==> src/rtl/tdm_port_pkg.sv <==
package tdm_port_pkg;
  localparam int PORTS      = 2;
  localparam int SLOT_BITS  = 8;
  localparam int MAX_SLOTS  = 64;
  localparam int SLOT_IDX_W = $clog2(MAX_SLOTS);
  localparam int SLOT_CNT_W = SLOT_IDX_W + 1;
  localparam int BIT_IDX_W  = $clog2(SLOT_BITS);
  localparam int PORT_W     = $clog2(PORTS);

  // strobes from the frame controller to the slot datapath
  typedef struct packed {
    logic                  launch;   // drive next bit
    logic                  sample;   // capture input bit
    logic                  inSlots;  // current bit belongs to a configured slot
    logic [BIT_IDX_W-1:0]  bitIdx;
    logic [SLOT_IDX_W-1:0] slotIdx;
    logic                  lastBit;
    logic [PORTS-1:0]      portEn;
  } tdmStrobes_t;

  function automatic logic [SLOT_CNT_W-1:0] slotsFor(input logic [1:0] mode);
    case (mode)
      2'd0:    return SLOT_CNT_W'(6);
      2'd1:    return SLOT_CNT_W'(12);
      2'd2:    return SLOT_CNT_W'(32);
      default: return SLOT_CNT_W'(MAX_SLOTS);
    endcase
  endfunction
endpackage

==> src/rtl/tdm_frame_ctrl.sv <==
module tdm_frame_ctrl
  import tdm_port_pkg::*;
#(
  parameter int SYNC_STAGES = 2
) (
  input  logic        clk,
  input  logic        rstN,
  input  logic        dclIn,
  input  logic        fscIn,
  input  logic [1:0]  slotMode,
  input  logic        dblRate,
  output tdmStrobes_t str,
  output logic        frameStart,
  output logic        frameDone
);
  logic [SYNC_STAGES-1:0] dclSync, fscSync;
  logic dclPrev, fscLast, started, dblQ;
  logic [1:0] modeQ, edgeCnt;
  logic [BIT_IDX_W-1:0]  bitCnt;
  logic [SLOT_CNT_W-1:0] slotCnt;

  logic dclNow, riseEv, fallEv, fsDet, launch, sample, inSlots, endSlot;
  logic [1:0] lastEdge;
  logic [SLOT_CNT_W-1:0] nSlots;

  assign dclNow   = dclSync[SYNC_STAGES-1];
  assign riseEv   = dclNow & ~dclPrev;
  assign fallEv   = ~dclNow & dclPrev;
  assign fsDet    = fallEv & fscSync[SYNC_STAGES-1] & ~fscLast;
  assign nSlots   = slotsFor(modeQ);
  assign lastEdge = dblQ ? 2'd3 : 2'd1;
  assign inSlots  = started && (slotCnt < nSlots);
  assign launch   = started && riseEv && (edgeCnt == 2'd0);
  assign sample   = started && fallEv && (edgeCnt == lastEdge);
  assign endSlot  = bitCnt == BIT_IDX_W'(SLOT_BITS - 1);

  always_ff @(posedge clk or negedge rstN) begin
    if (!rstN) begin
      dclSync <= '0; fscSync <= '0; dclPrev <= 1'b0; fscLast <= 1'b1;
      started <= 1'b0; modeQ <= 2'd0; dblQ <= 1'b0; edgeCnt <= 2'd0;
      bitCnt <= '0; slotCnt <= '0; frameStart <= 1'b0; frameDone <= 1'b0;
    end else begin
      dclSync    <= {dclSync[SYNC_STAGES-2:0], dclIn};
      fscSync    <= {fscSync[SYNC_STAGES-2:0], fscIn};
      dclPrev    <= dclNow;
      frameStart <= fsDet;
      frameDone  <= sample && inSlots && endSlot && (slotCnt == nSlots - 1'b1);
      if (fallEv) fscLast <= fscSync[SYNC_STAGES-1];
      if (fsDet) begin
        started <= 1'b1;
        modeQ   <= slotMode;
        dblQ    <= dblRate;
        edgeCnt <= 2'd0;
        bitCnt  <= '0;
        slotCnt <= '0;
      end else if (started && (riseEv || fallEv)) begin
        edgeCnt <= (fallEv && edgeCnt == lastEdge) ? 2'd0 : edgeCnt + 2'd1;
        if (sample) begin
          bitCnt <= bitCnt + 1'b1;
          if (endSlot && inSlots) slotCnt <= slotCnt + 1'b1;
        end
      end
    end
  end

  always_comb begin
    str.launch  = launch;
    str.sample  = sample;
    str.inSlots = inSlots;
    str.bitIdx  = bitCnt;
    str.slotIdx = slotCnt[SLOT_IDX_W-1:0];
    str.lastBit = endSlot;
    for (int p = 0; p < PORTS; p++)
      str.portEn[p] = started && !(p != 0 && modeQ == 2'd3);
  end

  assert_restart_R7: assert property (@(posedge clk) disable iff (!rstN)
    fsDet |=> (started && slotCnt == '0 && bitCnt == '0 && edgeCnt == 2'd0));
  assert_done_pulse_R8: assert property (@(posedge clk) disable iff (!rstN)
    frameDone |=> !frameDone);
  assert_slot_bound_R1: assert property (@(posedge clk) disable iff (!rstN)
    slotCnt <= nSlots);
  assert_mode_hold_R9: assert property (@(posedge clk) disable iff (!rstN)
    !fsDet |=> ($stable(modeQ) && $stable(dblQ)));
endmodule

==> src/rtl/tdm_slot_datapath.sv <==
module tdm_slot_datapath
  import tdm_port_pkg::*;
#(
  parameter int SYNC_STAGES = 2
) (
  input  logic                  clk,
  input  logic                  rstN,
  input  tdmStrobes_t           str,
  input  logic [PORTS-1:0]      dIn,
  input  logic                  wrEn,
  input  logic [PORT_W-1:0]     wrPort,
  input  logic [SLOT_IDX_W-1:0] wrAddr,
  input  logic [SLOT_BITS-1:0]  wrData,
  input  logic [PORT_W-1:0]     rdPort,
  input  logic [SLOT_IDX_W-1:0] rdAddr,
  output logic [SLOT_BITS-1:0]  rdData,
  output logic [PORTS-1:0]      dOut,
  output logic [PORTS-1:0]      dOe
);
  logic [SLOT_BITS-1:0] rdByte [PORTS];
  logic [BIT_IDX_W-1:0] bitSel;
  assign bitSel = BIT_IDX_W'(SLOT_BITS - 1) - str.bitIdx;

  for (genvar p = 0; p < PORTS; p++) begin : g_port
    logic [SLOT_BITS-1:0]   txMem [MAX_SLOTS];
    logic [SLOT_BITS-1:0]   rxMem [MAX_SLOTS];
    logic [SYNC_STAGES-1:0] inSync;
    logic [SLOT_BITS-2:0]   rxShift;
    logic outBit, oeBit, inBit, takeBit;

    assign inBit   = inSync[SYNC_STAGES-1];
    assign takeBit = str.sample && str.inSlots && str.portEn[p];

    always_ff @(posedge clk)
      if (wrEn && wrPort == PORT_W'(p)) txMem[wrAddr] <= wrData;

    always_ff @(posedge clk)
      if (takeBit && str.lastBit) rxMem[str.slotIdx] <= {rxShift, inBit};

    always_ff @(posedge clk or negedge rstN) begin
      if (!rstN) begin
        inSync <= '0; rxShift <= '0; outBit <= 1'b1; oeBit <= 1'b0;
      end else begin
        inSync <= {inSync[SYNC_STAGES-2:0], dIn[p]};
        oeBit  <= str.portEn[p];
        if (str.launch) outBit <= str.inSlots ? txMem[str.slotIdx][bitSel] : 1'b1;
        if (takeBit) rxShift <= {rxShift[SLOT_BITS-3:0], inBit};
      end
    end

    assign dOut[p]   = outBit;
    assign dOe[p]    = oeBit;
    assign rdByte[p] = rxMem[rdAddr];
  end

  assign rdData = rdByte[rdPort];

  assert_port1_off_R5: assert property (@(posedge clk) disable iff (!rstN)
    !str.portEn[1] |=> !dOe[1]);
  assert_out_hold_R3: assert property (@(posedge clk) disable iff (!rstN)
    !str.launch |=> $stable(dOut));
  assert_idle_high_R6: assert property (@(posedge clk) disable iff (!rstN)
    (str.launch && !str.inSlots) |=> (dOut == '1));
endmodule

==> src/rtl/tdm_slot_port.sv <==
module tdm_slot_port
  import tdm_port_pkg::*;
#(
  parameter int SYNC_STAGES = 2
) (
  input  logic                  clk,
  input  logic                  rstN,
  input  logic                  dclIn,
  input  logic                  fscIn,
  input  logic [1:0]            slotMode,
  input  logic                  dblRate,
  output logic [PORTS-1:0]      dOut,
  output logic [PORTS-1:0]      dOe,
  input  logic [PORTS-1:0]      dIn,
  input  logic                  wrEn,
  input  logic [PORT_W-1:0]     wrPort,
  input  logic [SLOT_IDX_W-1:0] wrAddr,
  input  logic [SLOT_BITS-1:0]  wrData,
  input  logic [PORT_W-1:0]     rdPort,
  input  logic [SLOT_IDX_W-1:0] rdAddr,
  output logic [SLOT_BITS-1:0]  rdData,
  output logic                  frameStart,
  output logic                  frameDone
);
  tdmStrobes_t str;

  tdm_frame_ctrl #(.SYNC_STAGES(SYNC_STAGES)) u_ctrl (
    .clk(clk), .rstN(rstN), .dclIn(dclIn), .fscIn(fscIn),
    .slotMode(slotMode), .dblRate(dblRate), .str(str),
    .frameStart(frameStart), .frameDone(frameDone));

  tdm_slot_datapath #(.SYNC_STAGES(SYNC_STAGES)) u_data (
    .clk(clk), .rstN(rstN), .str(str), .dIn(dIn),
    .wrEn(wrEn), .wrPort(wrPort), .wrAddr(wrAddr), .wrData(wrData),
    .rdPort(rdPort), .rdAddr(rdAddr), .rdData(rdData),
    .dOut(dOut), .dOe(dOe));
endmodule

==> config.mk <==
export PLATFORM = sky130hd
export DESIGN_NAME = tdm_slot_port
export DESIGN_NICKNAME = d
export VERILOG_FILES = /design/src/rtl/tdm_port_pkg.sv /design/src/rtl/tdm_frame_ctrl.sv /design/src/rtl/tdm_slot_datapath.sv /design/src/rtl/tdm_slot_port.sv
export SDC_FILE = /design/constraint.sdc
export NUM_CORES = 2
export LEC_CHECK = 0
export BUFFER_PORTS_ARGS = -buffer_cell sky130_fd_sc_hd__buf_2
export CELL_PAD_IN_SITES_DETAIL_PLACEMENT = 1
export CELL_PAD_IN_SITES_GLOBAL_PLACEMENT = 1
export CORE_UTILIZATION = 55
export DETAILED_ROUTE_END_ITERATION = 8
export PLACE_DENSITY = 0.87
export SLEW_MARGIN = 20
export SYNTH_ARGS = -nofsm -noshare
export SYNTH_HDL_FRONTEND = slang
export SYNTH_SLANG_ARGS = --single-unit
==> constraint.sdc <==
create_clock -name clk -period 6.55 [get_ports clk]
set_clock_uncertainty 0.15 [all_clocks]
set_input_delay 0.9825 -clock clk [delete_from_list [all_inputs] [get_ports clk]]
set_output_delay 0.9825 -clock clk [all_outputs]
set_load 0.01 [all_outputs]
==> flow_summary.ini <==
[detailed_routing]
wl_per_cell_microns = 42.02
wl_mm = 259.2
antenna_left = 0
drt_iter0_drc = 7939
viasPerCell = 7.506
num_vias = 46300
drc = 0
firstDrtPassIters = 9

[yosys]
syn-num-nets = 4043
ys_ff_latch = 2094
netlist_instances = 4000
netlist.area_leader.share_pct = 75.93
netlist_area_sq_mm = 0.08100
ys_seq_area_share_pct = 77.35
yosysWarnings = 0
synth_top_area_cell = edfxtp_1
synth.most_common_cell = edfxtp_1
synthFlopType = edfxtp_1
syn_avg_cell_area_sq_um = 20.25
synth_edf_count = 2048
yosys-top-cells-count = edfxtp_1 (2,048), mux4_2 (390), nor2_1 (314)
synth_cell_type_count = 73
postSynth.asyncResetShare_pct = 2.197
synthTopCellsByArea = edfxtp_1 (76%), mux4_2 (11%), a22oi_1 (1.5%)

[timing]
rsz0062_at_grt = false
final.setup.tns_ps = 0
final.period_utilization_pct = 87.61
drv_slew = 0
timing.slew.headroom_pct = 15.48
setup_slack_ps = 811.6
fin_crit_ps = 5738
hold_violations = 0
worstMarginPinSlew_ps = 1263
report.final.setup_viol = 0
max_freq_ghz = 0.1743

[clock_network]
cts_tree = built
insertion_delay_ps = 860
ctsHoldBuffers = 0
cts_root_buffer = clkbuf_16
cts.path.max_buffers = 3
numCtsBuffers = 198
cts_htree_levels = 4
cts_resized = 0
cts_setup_buffers = 0
path_clk_slew_ps = 70
clock-sinks = 2094

[critical_path]
worst-endpoint-required_ps = 6840
regToRegSetupSlack_ps = 810
rr_startpoint = u_ctrl.slotCnt[1]
critPathSlowestCell = nor2_1
worstPathMaxFanout = 16
endpoint_kind = register
r2r_end = u_data.g_port[1].rxMem[0][0]
critPathArrivalTime_ps = 6030
cp_slowest_stage_delay_ps = 890
startpoint = u_ctrl.slotCnt[1]
reg2reg_depth = 12
critPathTopFamily = simple AND/OR/NAND/NOR gates
path_depth = 12
cp_cell_sequence = inv_2 -> ha_1 -> nor2b_1 -> o21ai_0 -> a21oi_1 -> nor3b_1 -> nor2b_1 -> buf_4 -> and2_1 -> nand2_1 -> buf_4 -> nor2_1
worst-path-buf-inv = 3
critPathKind = register to register
start_kind = register
crit_end = u_data.g_port[1].rxMem[0][0]

[floorplan]
die_w_microns = 385.8
start_util_pct = 55.51
dieArea_sq_mm = 0.1488
row_count = 140
ios = 46
dieHeight_microns = 385.8
core_sq_mm = 0.1459

[placement]
gp_congestion = 0.8835
pre_cts_slack_ps = 1283
hpwl_mm = 139.9
dpl_cell_area_sq_mm = 0.08329
numPortBuffers = 45

[status]
outcome = finished clean

[grt]
antenna_found_initial = 18
grt_max_degree = 115
overflow = 0
grt.total_usage_pct = 35.06
grt_pass1_wl_mm = 361.1
grt_pass1_vias = 47130

[pwr]
total_power_mw = 28.32
p_leak_nw = 27.24
peakVddDrop_mv = 0.3348
power_density_mw_per_mm2 = 315.6

[run]
max_cap_violations = 0

[final_layout]
layout-drive-gt1-share_pct = 22.52
post-route-util_pct = 61.50
fin_area_sq_mm = 0.08974
nets = 4121
syn_to_final_growth_pct = 10.80

[worst_hold_path]
min_path_type = primary input to register
[state kept, by name, indices dropped and copies added, names as in the netlist]
name                   cells
u_ctrl.frameStart          1
u_data.g_port.rxMem     1024
u_data.g_port.oeBit        2
u_ctrl.dblQ                1
u_data.g_port.rxShift     14
u_ctrl.edgeCnt             2
u_data.g_port.txMem     1024
u_ctrl.slotCnt             7
u_ctrl.started             1
u_ctrl.dclPrev             1
u_ctrl.dclSync             2
u_ctrl.fscLast             1
u_data.g_port.outBit       2
u_data.g_port.inSync       4
u_ctrl.modeQ               2
u_ctrl.bitCnt              3
u_ctrl.fscSync             2
u_ctrl.frameDone           1
[cells by family (layout without fill, tap and decap cells)]
family          after synthesis  in the layout  share of synthesized area (%)
mux                         581            581                          13.36
flops                      2094           2094                          77.35
fa+ha+maj                    11             11                         0.1699
compound gates              501            501                          4.480
other cells                   0              6                              0
xor+xnor                     10             10                         0.1081
buf+inv                     273            518                          1.627
simple gates                530            530                          2.900
[power breakdown]
| part | leakage (nW) | switching [mW] | internal, mW |
|---|---|---|---|
| Clock | 3.08 | 5.34 | 6.28 |
| Combinational | 5.17 | 0.607 | 0.316 |
| Sequential | 19.0 | 0.580 | 15.2 |
| Total | 27.2 | 6.53 | 21.8 |
[cells in the final DEF, fill, tap and decap left out, types with 16 or more instances in the layout]
cell type / netlist / layout
mux4_2: 390 / 390
edfxtp_1: 2048 / 2048
nand2_1: 81 / 79
a221oi_1: 65 / 65
nand4_1: 16 / 16
o22ai_1: 20 / 20
mux2_2: 89 / 89
nor2_2: 0 / 22
nor2_1: 314 / 292
buf_2: 72 / 33
a221o_1: 17 / 17
a21oi_1: 69 / 69
clkbuf_1: 123 / 52
buf_4: 16 / 85
nand3_1: 26 / 26
mux2i_1: 100 / 100
clkinv_1: 0 / 39
dfrtp_1: 43 / 24
clkbuf_16: 0 / 201
clkinv_2: 0 / 34
a31oi_1: 19 / 19
dfrtp_4: 0 / 19
a22oi_1: 160 / 160
o21ai_0: 61 / 61
[layout make-up]
type	instances	area [sq um]
clock inverter	106	982.2
antenna	6	15.01
clock buffer	261	5335
multi-input combinational	1633	17130
fill	11910	56170
inverter	17	63.81
timing repair buffer	134	1096
sequential	2094	62730
tap	1917	2399
[metrics by stage]
stage / hold WS, ps / std cells
2_1_floorplan: 181.2 / 4000
3_5_place_dp: 189.5 / 5794
3_3_place_gp: 189.4 / 5794
5_1_grt: 96.11 / 6162
4_1_cts: 74.41 / 6161
6_report: 108.4 / 6168
[worst min-delay path by stage]
stage                               start                    endpoint  slack, ps  cells after the start
2_1_floorplan           u_ctrl.dclSync[0]           u_ctrl.dclSync[1]        180                      0
6_report                           dIn[0]  u_data.g_port[0].inSync[0]        110                      1
3_3_place_gp   u_data.g_port[1].inSync[0]  u_data.g_port[1].inSync[1]        190                      0
3_5_place_dp   u_data.g_port[1].inSync[0]  u_data.g_port[1].inSync[1]        190                      0
5_1_grt                             dclIn           u_ctrl.dclSync[0]        100                      1
4_1_cts                            dIn[0]  u_data.g_port[0].inSync[0]         70                      1
[metal layers]
metal / vias up / track usage, % / wire, microns
met4: 22 / 19.40 / 17470
li1: 16750 / - / -
met5: - / 0.1624 / 147
met1: 23650 / 43.62 / 85590
met2: 4663 / 55.61 / 123500
met3: 1208 / 10.18 / 32510
No activity file was read; power rests on OpenSTA's default activity.
